### config.mk
export PLATFORM = sky130hd
export DESIGN_NAME = trap_unit
export DESIGN_NICKNAME = d
export VERILOG_FILES = /design/src/rtl/trap_pkg.sv /design/src/rtl/trap_arbiter.sv /design/src/rtl/trap_csr.sv /design/src/rtl/trap_seq.sv /design/src/rtl/trap_unit.sv
export SDC_FILE = /design/constraint.sdc
export NUM_CORES = 1
export LEC_CHECK = 0
export BUFFER_PORTS_ARGS = -buffer_cell sky130_fd_sc_hd__buf_4
export CAP_MARGIN = 20
export CORE_MARGIN = 4
export CORE_UTILIZATION = 43
export CTS_BUF_LIST = sky130_fd_sc_hd__clkbuf_4 sky130_fd_sc_hd__clkbuf_8
export DETAILED_ROUTE_END_ITERATION = 8
export PLACE_DENSITY = 0.74
export SETUP_SLACK_MARGIN = 0.02
export SYNTH_ARGS = -nofsm -noshare
export SYNTH_HDL_FRONTEND = slang
export SYNTH_SLANG_ARGS = --single-unit
### constraint.sdc
create_clock -name clk -period 9.35 [get_ports clk]
set_input_delay 0.4675 -clock clk [delete_from_list [all_inputs] [get_ports clk]]
set_output_delay 0.4675 -clock clk [all_outputs]
set_load 0.01 [all_outputs]
### src/rtl/trap_pkg.sv
// Shared types of the trap entry unit: trap classes and sequencer states.
// Assumes class codes are stored in the pushed error word, so the encoding is fixed.
package trap_pkg;
    typedef enum logic [1:0] {
        CLS_EXC = 2'd0,
        CLS_SYS = 2'd1,
        CLS_IRQ = 2'd2,
        CLS_NMI = 2'd3
    } trap_cls_e;

    typedef enum logic [3:0] {
        ST_IDLE,
        ST_PUSH_SP,
        ST_PUSH_PC,
        ST_PUSH_ERR,
        ST_FETCH,
        ST_VECTOR,
        ST_POP_PC,
        ST_POP_SP,
        ST_RESUME
    } seq_state_e;
endpackage

### src/rtl/trap_arbiter.sv
// Chooses which request, if any, the unit accepts in an idle cycle.
// Assumes all inputs are stable for the cycle; the clock is used only by checks.
module trap_arbiter
    import trap_pkg::*;
#(
    parameter int VEC_W = 8,
    parameter logic [VEC_W-1:0] SYS_VEC  = 'h30,
    parameter logic [VEC_W-1:0] PRIV_VEC = 'h0D,
    parameter logic [VEC_W-1:0] NMI_VEC  = 'h02
) (
    input  logic             clk,
    input  logic             rst_n,
    input  logic             idle,
    input  logic             mode,
    input  logic             ie,
    input  logic             issue_valid,
    input  logic             issue_priv,
    input  logic             exc_req,
    input  logic [VEC_W-1:0] exc_code,
    input  logic             sys_req,
    input  logic             rti_req,
    input  logic             nmi_pend,
    input  logic             irq_req,
    input  logic [VEC_W-1:0] irq_code,
    output logic             take,
    output trap_cls_e        take_cls,
    output logic [VEC_W-1:0] take_vec,
    output logic             rti_go,
    output logic             insn_kill
);
    logic priv_viol;

    // Privileged work attempted from user mode, either an instruction or a return.
    assign priv_viol = mode & ((issue_valid & issue_priv) | rti_req);
    assign insn_kill = idle & priv_viol;

    // Fixed-precedence selection: synchronous sources before asynchronous ones.
    always_comb begin
        take     = 1'b0;
        rti_go   = 1'b0;
        take_cls = CLS_EXC;
        take_vec = '0;
        if (idle) begin
            if (exc_req) begin
                take     = 1'b1;
                take_vec = exc_code;
            end else if (priv_viol) begin
                take     = 1'b1;
                take_vec = PRIV_VEC;
            end else if (sys_req) begin
                take     = 1'b1;
                take_cls = CLS_SYS;
                take_vec = SYS_VEC;
            end else if (rti_req) begin
                rti_go   = 1'b1;
            end else if (nmi_pend) begin
                take     = 1'b1;
                take_cls = CLS_NMI;
                take_vec = NMI_VEC;
            end else if (irq_req && ie) begin
                take     = 1'b1;
                take_cls = CLS_IRQ;
                take_vec = irq_code;
            end
        end
    end


    exc_first_chk: assert property (@(posedge clk) disable iff (!rst_n)
        (idle && exc_req) |-> (take && take_cls == CLS_EXC && take_vec == exc_code));

    irq_masked_chk: assert property (@(posedge clk) disable iff (!rst_n)
        (take && take_cls == CLS_IRQ) |-> ie);

    busy_ignore_chk: assert property (@(posedge clk) disable iff (!rst_n)
        !idle |-> (!take && !rti_go && !insn_kill));
endmodule

### src/rtl/trap_csr.sv
// Privileged settings: kernel stack pointer and vector table base, plus the
// enable-flag write strobe. Assumes writes come only from kernel-mode code.
module trap_csr #(
    parameter int XLEN = 32,
    parameter logic [XLEN-1:0] KSP_RST   = '0,
    parameter logic [XLEN-1:0] VBASE_RST = '0
) (
    input  logic            clk,
    input  logic            rst_n,
    input  logic            mode,
    input  logic            idle,
    input  logic            cfg_we,
    input  logic [1:0]      cfg_sel,
    input  logic [XLEN-1:0] cfg_wdata,
    output logic [XLEN-1:0] ksp,
    output logic [XLEN-1:0] vbase,
    output logic            ie_wr,
    output logic            ie_wdata
);
    logic wr_ok;

    assign wr_ok    = cfg_we & ~mode & idle;
    assign ie_wr    = wr_ok && (cfg_sel == 2'd2);
    assign ie_wdata = cfg_wdata[0];

    // Setting registers, writable only in kernel mode while idle.
    always_ff @(posedge clk) begin
        if (!rst_n) begin
            ksp   <= KSP_RST;
            vbase <= VBASE_RST;
        end else if (wr_ok) begin
            if (cfg_sel == 2'd0) ksp   <= cfg_wdata;
            if (cfg_sel == 2'd1) vbase <= cfg_wdata;
        end
    end


    user_cfg_hold_chk: assert property (@(posedge clk) disable iff (!rst_n)
        mode |=> ($stable(ksp) && $stable(vbase)));
endmodule

### src/rtl/trap_seq.sv
// Entry and return sequencer: owns the mode bit, enable flag, pending
// non-maskable flag and the stack push / pop / vector fetch order.
// Assumes memory read data arrives one cycle after mem_re.
module trap_seq
    import trap_pkg::*;
#(
    parameter int XLEN  = 32,
    parameter int VEC_W = 8
) (
    input  logic             clk,
    input  logic             rst_n,
    input  logic             take,
    input  trap_cls_e        take_cls,
    input  logic [VEC_W-1:0] take_vec,
    input  logic             rti_go,
    input  logic [XLEN-1:0]  cur_pc,
    input  logic [XLEN-1:0]  cur_sp,
    input  logic [XLEN-1:0]  ksp,
    input  logic [XLEN-1:0]  vbase,
    input  logic             ie_wr,
    input  logic             ie_wdata,
    input  logic             nmi_in,
    input  logic [XLEN-1:0]  mem_rdata,
    output logic             mem_we,
    output logic             mem_re,
    output logic [XLEN-1:0]  mem_addr,
    output logic [XLEN-1:0]  mem_wdata,
    output logic             idle,
    output logic             busy,
    output logic             redirect,
    output logic [XLEN-1:0]  pc_out,
    output logic [XLEN-1:0]  sp_out,
    output logic             mode,
    output logic             ie,
    output logic             nmi_pend
);
    localparam int PAD = XLEN - VEC_W - 4;

    seq_state_e       state;
    logic             sv_mode, sv_ie, nmi_q;
    logic [XLEN-3:0]  sv_sp, sv_pc;
    trap_cls_e        sv_cls;
    logic [VEC_W-1:0] sv_vec;
    logic [XLEN-1:0]  frame, pc_word, vec_off;
    logic [1:0]       flags;
    logic             unused_low;

    assign unused_low = ^{cur_pc[1:0], cur_sp[1:0]};
    assign idle     = (state == ST_IDLE);
    assign busy     = !idle;
    assign flags    = {sv_ie, sv_mode};
    assign vec_off  = {{(XLEN-VEC_W-2){1'b0}}, sv_vec, 2'b00};
    assign redirect = (state == ST_VECTOR) || (state == ST_RESUME);

    // Memory request per state: pushes grow downward, pops read upward.
    always_comb begin
        mem_we    = 1'b0;
        mem_re    = 1'b0;
        mem_addr  = '0;
        mem_wdata = '0;
        case (state)
            ST_PUSH_SP:  begin mem_we = 1'b1; mem_addr = frame - XLEN'(4);  mem_wdata = {sv_sp, flags}; end
            ST_PUSH_PC:  begin mem_we = 1'b1; mem_addr = frame - XLEN'(8);  mem_wdata = {sv_pc, flags}; end
            ST_PUSH_ERR: begin
                mem_we    = 1'b1;
                mem_addr  = frame - XLEN'(12);
                mem_wdata = {{PAD{1'b0}}, sv_cls, sv_vec, flags};
            end
            ST_FETCH:    begin mem_re = 1'b1; mem_addr = vbase + vec_off; end
            ST_POP_PC:   begin mem_re = 1'b1; mem_addr = frame + XLEN'(4); end
            ST_POP_SP:   begin mem_re = 1'b1; mem_addr = frame + XLEN'(8); end
            default: ;
        endcase
    end

    // Redirect values: handler address on entry, restored frame on return.
    always_comb begin
        pc_out = '0;
        sp_out = '0;
        if (state == ST_VECTOR) begin
            pc_out = mem_rdata;
            sp_out = frame - XLEN'(12);
        end else if (state == ST_RESUME) begin
            pc_out = {pc_word[XLEN-1:2], 2'b00};
            sp_out = {mem_rdata[XLEN-1:2], 2'b00};
        end
    end

    // Non-maskable request edge capture, cleared when that trap is accepted.
    always_ff @(posedge clk) begin
        if (!rst_n) begin
            nmi_q    <= 1'b0;
            nmi_pend <= 1'b0;
        end else begin
            nmi_q <= nmi_in;
            if (nmi_in && !nmi_q)                    nmi_pend <= 1'b1;
            else if (take && take_cls == CLS_NMI)    nmi_pend <= 1'b0;
        end
    end

    // Sequencer state, saved context and the mode / enable flags.
    always_ff @(posedge clk) begin
        if (!rst_n) begin
            state   <= ST_IDLE;
            mode    <= 1'b0;
            ie      <= 1'b0;
            sv_mode <= 1'b0;
            sv_ie   <= 1'b0;
            sv_sp   <= '0;
            sv_pc   <= '0;
            sv_cls  <= CLS_EXC;
            sv_vec  <= '0;
            frame   <= '0;
            pc_word <= '0;
        end else begin
            case (state)
                ST_IDLE: begin
                    if (take) begin
                        sv_mode <= mode;
                        sv_ie   <= ie;
                        mode    <= 1'b0;
                        ie      <= 1'b0;
                        sv_sp   <= cur_sp[XLEN-1:2];
                        sv_pc   <= cur_pc[XLEN-1:2];
                        sv_cls  <= take_cls;
                        sv_vec  <= take_vec;
                        frame   <= ksp;
                        state   <= ST_PUSH_SP;
                    end else if (rti_go) begin
                        frame   <= cur_sp;
                        state   <= ST_POP_PC;
                    end else if (ie_wr) begin
                        ie      <= ie_wdata;
                    end
                end
                ST_PUSH_SP:  state <= ST_PUSH_PC;
                ST_PUSH_PC:  state <= ST_PUSH_ERR;
                ST_PUSH_ERR: state <= ST_FETCH;
                ST_FETCH:    state <= ST_VECTOR;
                ST_VECTOR:   state <= ST_IDLE;
                ST_POP_PC:   state <= ST_POP_SP;
                ST_POP_SP: begin
                    pc_word <= mem_rdata;
                    state   <= ST_RESUME;
                end
                ST_RESUME: begin
                    mode  <= pc_word[0];
                    ie    <= pc_word[1];
                    state <= ST_IDLE;
                end
                default: state <= ST_IDLE;
            endcase
        end
    end


    kernel_while_busy_chk: assert property (@(posedge clk) disable iff (!rst_n)
        busy |-> (!mode && !ie));

    push_order_chk: assert property (@(posedge clk) disable iff (!rst_n)
        (state == ST_PUSH_SP) |=> (mem_we && mem_addr == frame - XLEN'(8)));

    push_only_busy_chk: assert property (@(posedge clk) disable iff (!rst_n)
        (mem_we || mem_re) |-> busy);

    redirect_ends_chk: assert property (@(posedge clk) disable iff (!rst_n)
        redirect |=> !busy);
endmodule

### src/rtl/trap_unit.sv
// Top of the trap entry and mode transfer unit: arbiter, privileged settings
// and sequencer. Assumes the core stalls while busy and holds level requests.
module trap_unit
    import trap_pkg::*;
#(
    parameter int XLEN  = 32,
    parameter int VEC_W = 8,
    parameter logic [VEC_W-1:0] SYS_VEC  = 'h30,
    parameter logic [VEC_W-1:0] PRIV_VEC = 'h0D,
    parameter logic [VEC_W-1:0] NMI_VEC  = 'h02,
    parameter logic [XLEN-1:0]  KSP_RST   = '0,
    parameter logic [XLEN-1:0]  VBASE_RST = '0
) (
    input  logic             clk,
    input  logic             rst_n,
    input  logic             issue_valid,
    input  logic             issue_priv,
    input  logic             exc_req,
    input  logic [VEC_W-1:0] exc_code,
    input  logic             sys_req,
    input  logic             irq_req,
    input  logic [VEC_W-1:0] irq_code,
    input  logic             nmi_in,
    input  logic             rti_req,
    input  logic [XLEN-1:0]  cur_pc,
    input  logic [XLEN-1:0]  cur_sp,
    input  logic             cfg_we,
    input  logic [1:0]       cfg_sel,
    input  logic [XLEN-1:0]  cfg_wdata,
    output logic             mem_we,
    output logic             mem_re,
    output logic [XLEN-1:0]  mem_addr,
    output logic [XLEN-1:0]  mem_wdata,
    input  logic [XLEN-1:0]  mem_rdata,
    output logic             busy,
    output logic             insn_kill,
    output logic             redirect,
    output logic [XLEN-1:0]  pc_out,
    output logic [XLEN-1:0]  sp_out,
    output logic             priv_mode,
    output logic             int_en
);
    logic             idle, take, rti_go, nmi_pend, ie_wr, ie_wdata;
    trap_cls_e        take_cls;
    logic [VEC_W-1:0] take_vec;
    logic [XLEN-1:0]  ksp, vbase;

    trap_arbiter #(
        .VEC_W(VEC_W), .SYS_VEC(SYS_VEC), .PRIV_VEC(PRIV_VEC), .NMI_VEC(NMI_VEC)
    ) i_arb (
        .clk(clk), .rst_n(rst_n), .idle(idle), .mode(priv_mode), .ie(int_en),
        .issue_valid(issue_valid), .issue_priv(issue_priv),
        .exc_req(exc_req), .exc_code(exc_code), .sys_req(sys_req),
        .rti_req(rti_req), .nmi_pend(nmi_pend), .irq_req(irq_req),
        .irq_code(irq_code), .take(take), .take_cls(take_cls),
        .take_vec(take_vec), .rti_go(rti_go), .insn_kill(insn_kill)
    );

    trap_csr #(
        .XLEN(XLEN), .KSP_RST(KSP_RST), .VBASE_RST(VBASE_RST)
    ) i_csr (
        .clk(clk), .rst_n(rst_n), .mode(priv_mode), .idle(idle),
        .cfg_we(cfg_we), .cfg_sel(cfg_sel), .cfg_wdata(cfg_wdata),
        .ksp(ksp), .vbase(vbase), .ie_wr(ie_wr), .ie_wdata(ie_wdata)
    );

    trap_seq #(
        .XLEN(XLEN), .VEC_W(VEC_W)
    ) i_seq (
        .clk(clk), .rst_n(rst_n), .take(take), .take_cls(take_cls),
        .take_vec(take_vec), .rti_go(rti_go), .cur_pc(cur_pc), .cur_sp(cur_sp),
        .ksp(ksp), .vbase(vbase), .ie_wr(ie_wr), .ie_wdata(ie_wdata),
        .nmi_in(nmi_in), .mem_rdata(mem_rdata), .mem_we(mem_we),
        .mem_re(mem_re), .mem_addr(mem_addr), .mem_wdata(mem_wdata),
        .idle(idle), .busy(busy), .redirect(redirect), .pc_out(pc_out),
        .sp_out(sp_out), .mode(priv_mode), .ie(int_en), .nmi_pend(nmi_pend)
    );
endmodule

==> flow_summary.toml <==
[timing]
whs_ns = 0.189
fmax_mhz = 173
drv_slew = 0
slew_headroom = 0.302
fin_crit_ns = 5.79
finalSetupViolations = 0
fin_ws_ns = 3.56
min_period_over_period = 0.620
final.setup_skew_ns = 0.0203
fin_tns_setup_ns = 0
hold_viol_final = 0
rsz0062_at_grt = "false"
tightest_slew_ns = 1.02

[clock_network]
htree_levels = 2
cts_tree = "done"
cts_sinks = 208
post-cts-setup-buffer-count = 0
clock_latency_ns = 0.53
cts_buffer_depth = 3
clkTransAtPathRegs_ns = 0.05
cts_root_buf = "clkbuf_8"
ctsHoldBuffers = 0
cts_resized = 0
numCtsBuffers = 37

[synthesis]
ys_seq_area_frac = 0.292
syn_avg_cell_area_sq_um = 7.61
synth_warnings = 0
synth_top_area_share = 0.292
synth_area_sq_um = 14200
yosys.area.top_type = "dfxtp_1"
ys_ff_latch = 208
synth_ff_type = "dfxtp_1"
synthTopCellsByArea = "dfxtp_1 29%, nand2_1 11%, a21boi_0 9.0%, ha_1 6.5%, a22o_1 3.5%"
async_reset_ff_frac = 0
syn_nets = 2103
synth_cells = 1870
synth-edff-count = 0
synth_cell_types = 78

[outcome]
status = "complete, no violations"

[pwr]
vdd_ir_drop_max_uv = 170
p_total_mw = 6.28
p_leak_nw = 7.22
power.density_nw_per_um2 = 357

[floorplanning]
die-area_sq_um = 36100
start_util = 0.436
core_region_area_sq_um = 32600
rows = 66
die_h_um = 190
pin_count = 291
die_x_um = 190

[global_route]
grt.total_usage = 0.267
grt_remaining_overflow = 0
grt_pass1_vias = 14005
grt_max_degree = 112
antenna_found_initial = 0
grt_first_pass_wirelength_mm = 78.0

[finish]
drive_gt1_frac = 0.195
final_nets = 2335
mostFrequentLayoutCell = "nand2_1"
syn_to_final_growth_pct = 23.5
diodes = 0
layoutNonFillerInstCount = 2571
fin_area_sq_um = 17600
mostFrequentLayoutCells = "419 x nand2_1, 307 x buf_4, 208 x dfxtp_1, 171 x a21boi_0, 114 x nor2_1"
final_core_util = 0.539

[worst_setup_path]
endpoint = "mem_addr[29]"
cp_data_arrival_time_ns = 5.33
cp_max_fo = 67
critPathRequiredTime_ns = 8.88
reg2reg_depth = 8
r2r-end = "i_seq.frame[30]"
criticalPathCategory = "register to output port"
ff2ff_setup_slack_ns = 6.13
endpoint_kind = "output port"
timing.rr.start = "i_seq.state[2]"
start_kind = "register"
cp-startpoint = "i_seq.state[2]"

[drt]
drt_first_pass_iters = 6
wl_per_cell_um = 19.8
drc = 0
ant_nets = 0
num_vias = 14841
wirelength_mm = 50.9
drtIter0Drc = 1274
drt-vias-per-instance = 5.77

[placement]
port_buffers = 288
gp_congestion = 0.965
placed_area_sq_um = 16700
dpl_worst_slack_ns = 4.24
dp_hpwl_mm = 38.4
dp.cells = 2503

[hold_path]
hold_path.class = "input port to register"

[run]
maxCapViolations = 0
## registers in the layout (all words and copies together), names as in the netlist
| signal | cells |
|---|---|
| i_csr.ksp | 32 |
| i_csr.vbase | 32 |
| i_seq.frame | 32 |
| i_seq.pc_word | 32 |
| i_seq.sv_pc | 30 |
| i_seq.sv_sp | 30 |
| i_seq.sv_vec | 8 |
| i_seq.state | 4 |
| i_seq.sv_cls | 2 |
| i_seq.ie | 1 |
| i_seq.mode | 1 |
| i_seq.nmi_pend | 1 |
| i_seq.nmi_q | 1 |
| i_seq.sv_ie | 1 |
| i_seq.sv_mode | 1 |
## critical path, stage by stage (launching register included)
cell and delay, ns:
dfxtp_1 0.59, nor2b_1 0.57, nand3_2 0.12, buf_4 0.39, ha_1 0.50, and3_1 0.33, nand3_1 0.12, a2111oi_0 0.87
or2_2 0.30, a32oi_1 0.12, and2_1 0.21, mux2i_1 0.11, or3_1 0.39, buf_4 0.16
## routing by layer
layer	share of wire	GRT usage	vias up
li1	-	-	7146
met1	0.42	0.360	6931
met2	0.46	0.438	676
met3	0.083	0.0453	88
met4	0.030	0.0835	0
met5	0	0	-
## cell type report
class,instances,area [sq um]
Fill cell,3080,15000
Multi-Input combinational cell,1514,9560
Sequential cell,208,4160
Timing Repair Buffer,311,2400
Clock buffer,59,718
Tap cell,442,553
Inverter,30,113
Clock inverter,7,73.8
## logic make-up after synthesis
| kind of cell | Yosys count | synth area share |
|---|---|---|
| flip-flops | 208 | 0.292 |
| AND/OR/NAND/NOR | 732 | 0.227 |
| buffers and inverters | 148 | 0.0391 |
| multiplexers | 17 | 0.0129 |
| XOR/XNOR | 98 | 0.0603 |
| AO/OA/AOI/OAI | 590 | 0.298 |
| adder cells (fa/ha/maj) | 77 | 0.0693 |
## worst min path at each step
stage,cells past startpoint,from,end,slack [ns]
2_1_floorplan,2,i_seq.sv_ie,i_seq.sv_ie,0.44
3_3_place_gp,2,i_seq.sv_sp[7],i_seq.sv_sp[7],0.45
3_5_place_dp,2,i_seq.sv_pc[10],i_seq.sv_pc[10],0.46
4_1_cts,2,nmi_in,i_seq.nmi_q,0.17
5_1_grt,2,nmi_in,i_seq.nmi_q,0.17
6_report,2,nmi_in,i_seq.nmi_q,0.19
## power by group
group | internal [mW] | switching [mW]
Combinational | 1.65 | 2.44
Sequential | 1.06 | 0.234
Clock | 0.518 | 0.373
Total | 3.23 | 3.05
## synth_stat cells, types with 26 or more instances
cell / n
dfxtp_1: 208
o21ai_0: 87
ha_1: 74
nand2_1: 419
xnor2_1: 57
clkbuf_1: 112
nor2_1: 116
a21oi_1: 82
a22o_1: 57
inv_1: 29
xor2_1: 41
nor3_1: 29
a21boi_0: 171
nand3_1: 36
o221ai_1: 26
nor2b_1: 26
No activity file was read; power rests on OpenSTA's default activity.
